## config.mk

```make
export PLATFORM = sky130hd
export DESIGN_NAME = alu_slice4
export DESIGN_NICKNAME = d
export VERILOG_FILES = /design/src/rtl/alu_slice_pkg.sv /design/src/rtl/alu_term_gen.sv /design/src/rtl/alu_lookahead.sv /design/src/rtl/alu_result.sv /design/src/rtl/alu_slice4.sv
export SDC_FILE = /design/constraint.sdc
export NUM_CORES = 1
export LEC_CHECK = 0
export BUFFER_PORTS_ARGS = -buffer_cell sky130_fd_sc_hd__clkbuf_2
export CAP_MARGIN = 0
export CORE_AREA = 2 2 39 41
export DETAILED_ROUTE_END_ITERATION = 8
export DIE_AREA = 0 0 41 43
export PLACE_DENSITY = 0.67
export SYNTH_ARGS = -nofsm -noshare
export SYNTH_HDL_FRONTEND = slang
export SYNTH_SLANG_ARGS = --single-unit
```

## constraint.sdc

```tcl
create_clock -name vclk -period 3.1
set_input_delay 0.31 -clock vclk [all_inputs]
set_output_delay 0.31 -clock vclk [all_outputs]
set_load 0.05 [all_outputs]
```

## src/rtl/alu_slice_pkg.sv

```systemverilog
package alu_slice_pkg;
  localparam int unsigned SEL_W = 4;
  typedef logic [SEL_W-1:0] sel_t;
  localparam sel_t SEL_PASS_A = 4'b0000;
  localparam sel_t SEL_ZEROS  = 4'b0011;
  localparam sel_t SEL_ONES   = 4'b1100;
endpackage

```

## src/rtl/alu_term_gen.sv

```systemverilog
module alu_term_gen #(
  parameter int unsigned WIDTH = 4
) (
  input  logic [WIDTH-1:0]  a_i,
  input  logic [WIDTH-1:0]  b_i,
  input  alu_slice_pkg::sel_t sel_i,
  output logic [WIDTH-1:0]  x_o,
  output logic [WIDTH-1:0]  y_o
);
  // Per-bit operand terms: S[1:0] shape X, S[3:2] shape Y.
  for (genvar i = 0; i < WIDTH; i++) begin : g_bit
    assign x_o[i] = a_i[i] | (b_i[i] & sel_i[0]) | (~b_i[i] & sel_i[1]);
    assign y_o[i] = (a_i[i] & b_i[i] & sel_i[3]) | (a_i[i] & ~b_i[i] & sel_i[2]);
  end
endmodule

```

## src/rtl/alu_lookahead.sv

```systemverilog
module alu_lookahead #(
  parameter int unsigned WIDTH = 4
) (
  input  logic [WIDTH-1:0] x_i,
  input  logic [WIDTH-1:0] y_i,
  input  logic             c0_i,
  output logic [WIDTH:0]   carry_o,
  output logic             grp_gen_o,
  output logic             grp_prop_o
);
  logic [WIDTH-1:0] gen;
  logic [WIDTH-1:0] prop;

  assign gen  = x_i & y_i;
  assign prop = x_i | y_i;

  always_comb begin
    logic gacc;
    gacc = 1'b0;
    carry_o[0] = c0_i;
    for (int i = 0; i < WIDTH; i++) begin
      carry_o[i+1] = gen[i] | (prop[i] & carry_o[i]);
      gacc         = gen[i] | (prop[i] & gacc);
    end
    grp_gen_o  = gacc;
    grp_prop_o = &prop;
  end

  always_comb begin
    AST_GEN_FORCES_CARRY: assert (!grp_gen_o || carry_o[WIDTH]) else $error("generate without carry-out");
    AST_PROP_PASSES_CARRY: assert (!(grp_prop_o && c0_i) || carry_o[WIDTH]) else $error("propagate lost carry");
  end
endmodule

```

## src/rtl/alu_result.sv

```systemverilog
module alu_result #(
  parameter int unsigned WIDTH = 4
) (
  input  logic [WIDTH-1:0] x_i,
  input  logic [WIDTH-1:0] y_i,
  input  logic [WIDTH-1:0] carry_i,
  input  logic             logic_mode_i,
  output logic [WIDTH-1:0] f_o,
  output logic             all_ones_o
);
  logic [WIDTH-1:0] half;

  assign half       = x_i ^ y_i;
  assign f_o        = logic_mode_i ? ~half : (half ^ carry_i);
  assign all_ones_o = &f_o;
endmodule

```

## src/rtl/alu_slice4.sv

```systemverilog
module alu_slice4 #(
  parameter int unsigned WIDTH = 4
) (
  input  logic [WIDTH-1:0] a_i,
  input  logic [WIDTH-1:0] b_i,
  input  logic [3:0]       sel_i,
  input  logic             logic_mode_i,
  input  logic             carry_in_n_i,
  output logic [WIDTH-1:0] f_o,
  output logic             carry_out_n_o,
  output logic             grp_gen_n_o,
  output logic             grp_prop_n_o,
  output logic             all_ones_o
);
  import alu_slice_pkg::*;

  logic [WIDTH-1:0] x_term;
  logic [WIDTH-1:0] y_term;
  logic [WIDTH:0]   carry;
  logic             c0;
  logic             grp_gen;
  logic             grp_prop;
  logic [WIDTH:0]   wide_sum;
  logic [WIDTH-1:0] a_plus_c;

  assign c0 = ~carry_in_n_i;

  alu_term_gen #(.WIDTH(WIDTH)) u_terms (
    .a_i   (a_i),
    .b_i   (b_i),
    .sel_i (sel_i),
    .x_o   (x_term),
    .y_o   (y_term)
  );

  alu_lookahead #(.WIDTH(WIDTH)) u_carry (
    .x_i        (x_term),
    .y_i        (y_term),
    .c0_i       (c0),
    .carry_o    (carry),
    .grp_gen_o  (grp_gen),
    .grp_prop_o (grp_prop)
  );

  alu_result #(.WIDTH(WIDTH)) u_result (
    .x_i          (x_term),
    .y_i          (y_term),
    .carry_i      (carry[WIDTH-1:0]),
    .logic_mode_i (logic_mode_i),
    .f_o          (f_o),
    .all_ones_o   (all_ones_o)
  );

  assign carry_out_n_o = ~carry[WIDTH];
  assign grp_gen_n_o   = ~grp_gen;
  assign grp_prop_n_o  = ~grp_prop;

  // Reference quantities for the assertions only.
  assign wide_sum = {1'b0, x_term} + {1'b0, y_term} + {{WIDTH{1'b0}}, c0};
  assign a_plus_c = a_i + {{(WIDTH-1){1'b0}}, c0};

  always_comb begin
    AST_ARITH_MATCHES_ADD: assert (logic_mode_i || ({~carry_out_n_o, f_o} == wide_sum)) else $error("lookahead differs from adder");
    AST_LOGIC_ZEROS: assert (!(logic_mode_i && sel_i == SEL_ZEROS) || f_o == '0) else $error("zero code not zero");
    AST_LOGIC_ONES: assert (!(logic_mode_i && sel_i == SEL_ONES) || (f_o == '1 && all_ones_o)) else $error("ones code not ones");
    AST_ARITH_PASS_A: assert (logic_mode_i || sel_i != SEL_PASS_A || f_o == a_plus_c) else $error("pass code wrong");
  end
endmodule

```

**Yosys cells after proc, flatten, opt, wreduce, memory -nomap -nowiden**

Cells that the tools add are included.

- Bits in registers: 0
- Logic and storage cells: 66
- Output and inout bits: 8

- Bitwise gates (word level): 63
- Reduce and logical (&&, ||, !) cells: 2
- Multiplexer cells: 1

Operators by type and width:

| kind | count |
|---|---|
| AND 1 bit | 31 |
| bitwise OR 1 bit | 19 |
| NOT 1 bit | 8 |
| AND reduction 4 bit | 2 |
| XOR 4 bit | 2 |
| AND 4 bit | 1 |
| 2-to-1 mux 4 bit | 1 |
| NOT 4 bit | 1 |
| bitwise OR 4 bit | 1 |

**Longest topological paths before layout**

Gate-level depths: netlist of run 1.

- Depth in word-level cells: 14
- Mapped depth: 11

**Hierarchy**

A second synthesis of run 1 with hierarchy kept.

- Cells, all modules: 54
- Area, all modules: 380.4 um2

By module, submodules not included:

| module | area each (um2) | sequential area each (um2) | instances | cells each |
|---|---|---|---|---|
| alu_lookahead | 146.4 | 0.0 | 1 | 21 |
| alu_term_gen | 125.1 | 0.0 | 1 | 16 |
| alu_result | 93.8 | 0.0 | 1 | 13 |
| alu_slice4 | 15.0 | 0.0 | 1 | 4 |

**Least setup slack after synthesis of run 1**

No wires, ideal clock.

- Path kind: input-to-output
- From: input port b_i[0]
- To: output port all_ones_o
- Arrival: 3,469 ps
- Stages: 11
- Slack: -679 ps
- Cells stage by stage: mux2_2 and2_4 fa_1 inv_1 fa_1 fa_1 inv_1 fa_1 inv_1 mux2i_1 and4_1

- Cells in the longest elaborated chain, start to end: 14

RTL lines:

| what | line | text |
|---|---|---|
| start: declaration | alu_slice4.sv:5 | `input logic [WIDTH-1:0] b_i,` |
| NOT 1 bit | alu_term_gen.sv:12, alu_term_gen.sv:13 |  |
| AND 1 bit (2 in a row) | alu_term_gen.sv:13 | `assign y_o[i] = (a_i[i] & b_i[i] & sel_i[3]) \| (a_i[i] & ~b_i[i] & sel_i[2]);` |
| bitwise OR 1 bit | alu_term_gen.sv:13 |  |
| bitwise OR 4 bit | alu_lookahead.sv:15 | `assign prop = x_i \| y_i;` |
| AND 1 bit | alu_lookahead.sv:22 | `carry_o[i+1] = gen[i] \| (prop[i] & carry_o[i]);` |
| bitwise OR 1 bit * | alu_lookahead.sv:22 |  |
| AND 1 bit * | alu_lookahead.sv:22 |  |
| bitwise OR 1 bit * | alu_lookahead.sv:22 |  |
| AND 1 bit * | alu_lookahead.sv:22 |  |
| bitwise OR 1 bit * | alu_lookahead.sv:22 |  |
| XOR 4 bit * | alu_result.sv:14 | `assign f_o = logic_mode_i ? ~half : (half ^ carry_i);` |
| 2-to-1 mux 4 bit * | alu_result.sv:14 |  |
| net f_o[3] | alu_slice4.sv:9 | `output logic [WIDTH-1:0] f_o,` |
| AND reduction 4 bit * | alu_result.sv:15 | `assign all_ones_o = &f_o;` |
| end: declaration | alu_slice4.sv:13 | `output logic all_ones_o` |

Mark *: on every way through the listed nets, which the timed path passes. The rest lies on a longest branch.

**Worst setup path after layout of run 1**

- From: input port b_i[0]
- To: output port all_ones_o

- Cells in the longest elaborated chain, start to end: 14

RTL lines:

| what | line |
|---|---|
| NOT 1 bit | alu_term_gen.sv:12, alu_term_gen.sv:13 |
| AND 1 bit (2 in a row) | alu_term_gen.sv:13 |
| bitwise OR 1 bit | alu_term_gen.sv:13 |
| bitwise OR 4 bit | alu_lookahead.sv:15 |
| AND 1 bit | alu_lookahead.sv:22 |
| bitwise OR 1 bit | alu_lookahead.sv:22 |
| AND 1 bit | alu_lookahead.sv:22 |
| bitwise OR 1 bit | alu_lookahead.sv:22 |
| AND 1 bit | alu_lookahead.sv:22 |
| bitwise OR 1 bit | alu_lookahead.sv:22 |
| XOR 4 bit | alu_result.sv:14 |
| 2-to-1 mux 4 bit * | alu_result.sv:14 |
| AND reduction 4 bit * | alu_result.sv:15 |

Mark *: on every way between the ends. The rest lies on a longest branch, timed or not.

==> results of run 1 <==
==> routing by layer <==
metal,vias up,wire (microns),track usage [%]
met3,0,67,0
met5,-,0,0
met4,0,0,0
met1,188,414,17.8
li1,229,-,-
met2,17,442,21.3
==> cells in the final DEF (no fill, tap or decap), types with 3 or more instances in the layout <==
cell type                  count
sky130_fd_sc_hd__fa_2          3
sky130_fd_sc_hd__mux2_2        3
sky130_fd_sc_hd__clkbuf_2     20
sky130_fd_sc_hd__nor2b_1       4
sky130_fd_sc_hd__ha_1          8
sky130_fd_sc_hd__inv_1        15
sky130_fd_sc_hd__buf_4         7
sky130_fd_sc_hd__and2_4        4
==> timing repair <==
| item | 4_1_cts | 5_1_grt |
|---|---|---|
| resized for setup | 6 | 4 |
| pin swaps | 1 | 1 |
| setup endpoints to repair | 1 | 2 |
==> synth_stat cells <==
cell                       instances  area [sq um]
sky130_fd_sc_hd__mux2i_1           4          40.0
sky130_fd_sc_hd__ha_1              8           100
sky130_fd_sc_hd__nor2b_1           4          25.0
sky130_fd_sc_hd__buf_6             1          11.3
sky130_fd_sc_hd__o31a_1            1          8.76
sky130_fd_sc_hd__or4_1             1          7.51
sky130_fd_sc_hd__and4_1            1          8.76
sky130_fd_sc_hd__a21oi_1           2          10.0
sky130_fd_sc_hd__inv_1            16          60.1
sky130_fd_sc_hd__mux2_2            4          45.0
sky130_fd_sc_hd__a211oi_1          2          15.0
sky130_fd_sc_hd__a211o_1           2          17.5
sky130_fd_sc_hd__fa_1              4          80.1
sky130_fd_sc_hd__and2_4            4          35.0
==> final cells by class <==
type                       count  area share (%)
timing repair buffer          28            26.0
multi-input combinational     37            62.3
inverter                      16            8.78
tap                           16            2.93
==> stage by stage <==
step,setup slack [ns],util (%)
after floorplan,-0.0599,-
after global placement,-0.105,47.0
after detailed placement,-0.137,47.0
after CTS,0.0151,48.8
after global routing,-0.0862,49.5
final,0.0181,49.5
==> path summary, 6_finish.rpt <==
kind / slack [ns] / endpoint / cells after the start
worst max-delay path: 0.02 / all_ones_o / 13
worst min-delay path: 1.13 / f_o[3] / 3
==> cells by family (layout without fill, tap and decap cells) <==
| family | Yosys count | after routing | synth area share (%) |
|---|---|---|---|
| buffers and inverters | 17 | 44 | 15.4 |
| adders and majority gates | 12 | 12 | 38.8 |
| and+or+nand+nor | 10 | 10 | 16.4 |
| AOI/OAI and AO/OA | 7 | 7 | 11.1 |
| muxes | 8 | 8 | 18.3 |
==> power by group <==
part / leakage, nW / internal, W / switching (W)
clock: 0 / 0 / 0
sequential: 0 / 0 / 0
combinational: 0.372 / 0.0000702 / 0.000118
==> worst max-delay path, cell delays in order <==
cell                        delay, ns
sky130_fd_sc_hd__buf_4           0.12
sky130_fd_sc_hd__mux2_4          0.28
sky130_fd_sc_hd__and2_4          0.16
sky130_fd_sc_hd__fa_2            0.33
sky130_fd_sc_hd__inv_2           0.07
sky130_fd_sc_hd__fa_2            0.20
sky130_fd_sc_hd__fa_2            0.18
sky130_fd_sc_hd__inv_1           0.05
sky130_fd_sc_hd__fa_1            0.47
sky130_fd_sc_hd__inv_1           0.06
sky130_fd_sc_hd__mux2i_4         0.14
sky130_fd_sc_hd__and4_4          0.23
sky130_fd_sc_hd__clkbuf_16       0.16
==> metrics.cfg, run 1 <==
[timing]
achievable-frequency_ghz = 0.324
post_layout_minimum_cycle_time_ns = 3.08
grt_setup_unrepaired = true
timing.final.max_slew_violations = 0
report.final.setup_viol = 0
relSlewSlack_pct = 81.3
totalNegativeSetupSlack_ns = 0
worst_slew_pin_slew_ns = 0.281
fin_crit_sh_pct = 99.4
hold_violations = 0
fin_hold_ws_ns = 1.13

[outcome]
outcome = finished, final reports clean

[cells_and_area]
multiInputGateArea_sq_um = 427
final_layout_size_suffix_gt1_share_pct = 54.3
finalNetCount = 109
fin_cells = 97
filler_cell_count = 148
antenna_cells = 0
post_route_cell_area_sq_um = 684
areaGrowthSynthToFinish_pct = 47.4
register_area_sq_um = 0
nClkBuffers = 0
flops_and_latches = 0

[detailed_routing]
num_vias = 434
detail_route.iter0.violations = 0
avgRoutedWirePerCell_microns = 9.53
ant_nets = 0
drt-pass1-iter-count = 1
detail_route.wirelength_microns = 924
number_of_vias_per_cell = 4.47
drt_drc_violations_left = 0

[global_routing]
antenna_found_initial = 0
grt_max_degree = 5
grt-ovfl-total = 0
first_global_vias = 419
global_route.usage.total_pct = 12.4
grt_pass1_wl_microns = 1590

[setup_path]
critPathKind = in2out
worst-endpoint-required_ns = 2.79
startpoint = b_i[0]
timing.critical_path.arrival_ns = 2.77
timing.critical_path.to_type = primary output
cp_max_fo = 3
worstSetupStartpointType = input pin

[logic_synthesis]
ys.warnings.count = 0
syn_area_per_cell_sq_um = 8.60
register_area_share_after_synthesis_pct = 0
postSynthNetCount = 80
yosys.cell_types.count = 14
syn-cell-area_sq_um = 464
post_synth_inst_count = 54

[placement]
postPlaceCellArea_sq_um = 651
gp_congestion = 0.700
numPlacedInstances = 97
port_buffers = 22
dpl.hpwl_microns = 879

[die]
die_x_microns = 41
core_area_sq_um = 1380
die_height_microns = 43
rows = 14
effective_utilization_at_floorplan_pct = 33.5
fp.dieArea_sq_um = 1760
io-pin-count = 22

[hold_path]
min_from = logic_mode_i
min_path_type = in2out

[power_and_ir_drop]
ir_worst_vdd_uv = 93.3
cellPowerDensity_nw_per_um2 = 274
p_leak_nw = 0.372
report.power.total_w = 0.000188

[clock_tree]
holdBufCountCts = 0
cts_setup_buffers = 0

[job]
drv_cap = 0

Note: power is estimated with default switching activity, not from simulation.
==> run 2, diff against run 1 <==
PLACE_DENSITY = 0.69   (was 0.67)
SETUP_SLACK_MARGIN = 0.1   (was default)
clock period = 2.5 ns   (was 3.1 ns; I/O delays follow)
==> run 2 against run 1 <==
Die area did not move. First-iteration DRC count grew 2. Largest power group unchanged. The run now ends with negative setup slack left. Utilization grew 14 points. Clock-buffer cell count did not move. Sequential cell count stayed put. Non-clock buffer count rose by 12. Cell count grew 12%. Hold slack worse by 0.057 ns.
==> metrics.cfg, run 2 (synthesis results as in run 1) <==
[outcome]
outcome = finished with violations  ; was finished, final reports clean
failed_checks = negative setup slack

[timing]
worst_slew_pin_slew_ns = 0.276  ; was 0.281 ns
hold_violations = 0  ; unchanged
timing.final.max_slew_violations = 0  ; unchanged
post_layout_minimum_cycle_time_ns = 2.99
fin_crit_sh_pct = 120
report.final.setup_viol = 3  ; was 0
relSlewSlack_pct = 81.7  ; was 81.3%
achievable-frequency_ghz = 0.335
grt_setup_unrepaired = true  ; unchanged
post_layout_worst_setup_margin_ns = -0.489  ; was 0.0181 ns

[detailed_routing]
detail_route.wirelength_microns = 1190  ; was 924 microns
drt-pass1-iter-count = 2  ; was 1
drt_drc_violations_left = 0  ; unchanged
detail_route.iter0.violations = 2  ; was 0
ant_nets = 0  ; unchanged
num_vias = 478  ; was 434
number_of_vias_per_cell = 4.39  ; was 4.47
avgRoutedWirePerCell_microns = 10.9  ; was 9.53 microns

[die]
rows = 14  ; unchanged
die_x_microns = 41  ; unchanged
core_area_sq_um = 1380  ; unchanged
io-pin-count = 22  ; unchanged
fp.dieArea_sq_um = 1760  ; unchanged
effective_utilization_at_floorplan_pct = 33.5  ; unchanged
die_height_microns = 43  ; unchanged

[cells_and_area]
layout_common_cells = 16 x sky130_fd_sc_hd__buf_4, 15 x sky130_fd_sc_hd__clkbuf_2, 12 x sky130_fd_sc_hd__inv_1  ; was 20 x sky130_fd_sc_hd__clkbuf_2, 15 x sky130_fd_sc_hd__inv_1, 8 x sky130_fd_sc_hd__ha_1
register_area_sq_um = 0  ; unchanged
antenna_cells = 0  ; unchanged
flops_and_latches = 0  ; unchanged
areaGrowthSynthToFinish_pct = 87.9  ; was 47.4%
finalNetCount = 121  ; was 109
nClkBuffers = 0  ; unchanged
mostFrequentLayoutCell = sky130_fd_sc_hd__buf_4  ; was sky130_fd_sc_hd__clkbuf_2
post_route_cell_area_sq_um = 872  ; was 684 sq um
final_layout_size_suffix_gt1_share_pct = 64.5  ; was 54.3%

[hold_path]
min_path_type = in2out  ; unchanged

[placement]
dpl.hpwl_microns = 974  ; was 879 microns
port_buffers = 22  ; unchanged
postPlaceCellArea_sq_um = 731  ; was 651 sq um
gp_congestion = 0.714  ; was 0.700

[power_and_ir_drop]
p_leak_nw = 0.462  ; was 0.372 nW
report.power.total_w = 0.000334  ; was 0.000188 W
cellPowerDensity_nw_per_um2 = 383  ; was 274 nW/um^2
ir_worst_vdd_uv = 130  ; was 93.3 uV

[global_routing]
grt-ovfl-total = 0  ; unchanged
grt_pass1_wl_microns = 1850  ; was 1590 microns
antenna_found_initial = 0  ; unchanged
first_global_vias = 468  ; was 419
grt_max_degree = 5  ; unchanged
global_route.usage.total_pct = 14.5  ; was 12.4%

[setup_path]
cp_max_fo = 3  ; unchanged
worst-endpoint-required_ns = 2.25  ; was 2.79 ns
setup.worst_path.end = all_ones_o  ; unchanged
critPathKind = in2out  ; unchanged
timing.critical_path.arrival_ns = 2.74  ; was 2.77 ns
startpoint = b_i[0]  ; unchanged
timing.critical_path.to_type = primary output  ; unchanged
worstSetupStartpointType = input pin  ; unchanged

[job]
drv_cap = 0  ; unchanged

[clock_tree]
holdBufCountCts = 0  ; unchanged

## run 2: changes by cell type in the layout (fill, tap and decap cells not counted), sizes merged
cell,before,now
buf,7,22
clkbuf,21,18
## run 2: final cells by class
type | instances | area [sq um]
Fill cell | 123 | 512
Timing Repair Buffer | 40 | 349
Multi-Input combinational cell | 37 | 443
Inverter | 16 | 60.1
Tap cell | 16 | 20.0
## run 2: metrics by stage
| stage | hold slack (ns) | utilization [%] | TNS [ns] | worst slack (ns) | std cells |
|---|---|---|---|---|---|
| floorplan | 0.761 | - | -0.626 | -0.515 | 54 |
| global placement | 1.04 | 52.8 | -0.995 | -0.518 | 105 |
| detailed placement | 1.05 | 52.8 | -1.20 | -0.588 | 105 |
| CTS | 1.08 | 60.7 | -0.952 | -0.467 | 107 |
| global route | 1.11 | 63.0 | -1.19 | -0.576 | 109 |
| finish | 1.08 | 63.0 | -0.960 | -0.489 | 109 |
## run 2: worst max-delay path: stages
cell and delay (ns):
sky130_fd_sc_hd__buf_8 0.11, sky130_fd_sc_hd__mux2_4 0.29, sky130_fd_sc_hd__and2_4 0.17, sky130_fd_sc_hd__fa_2 0.33
sky130_fd_sc_hd__inv_2 0.06, sky130_fd_sc_hd__fa_2 0.19, sky130_fd_sc_hd__fa_2 0.19, sky130_fd_sc_hd__inv_2 0.04
sky130_fd_sc_hd__fa_1 0.48, sky130_fd_sc_hd__inv_2 0.05, sky130_fd_sc_hd__mux2i_4 0.16, sky130_fd_sc_hd__and4_4 0.25
sky130_fd_sc_hd__clkbuf_16 0.16
## run 2: per-layer routing
layer	GRT usage (%)	share of wire [%]	vias to the layer above	wire (microns)
li1	-	-	252	-
met1	16.3	38	214	448
met2	29.4	59	12	700
met3	0	3.0	0	35
met4	0	0	0	0
met5	0	0	-	0
## run 2: worst min path at each step
stage / startpoint / slack [ns] / depth (start not counted) / end
after floorplan: logic_mode_i / 0.76 / 2 / f_o[3]
after global placement: logic_mode_i / 1.04 / 3 / f_o[3]
after detailed placement: logic_mode_i / 1.05 / 3 / f_o[3]
after CTS: logic_mode_i / 1.08 / 3 / f_o[0]
after global routing: logic_mode_i / 1.11 / 3 / f_o[0]
final: logic_mode_i / 1.08 / 3 / f_o[0]
## run 2: timing repair
action | CTS | global route
hold endpoints to repair | 0 | 0
buffers inserted | 2 | 4
setup endpoints to repair | 5 | 5
gates resized for setup | 16 | 11
pin swaps | 1 | 0
## run 2: power by group
group	switching (W)	internal, W	total (W)
sequential	0	0	0
combinational	0.000167	0.000167	0.000334
clock	0	0	0
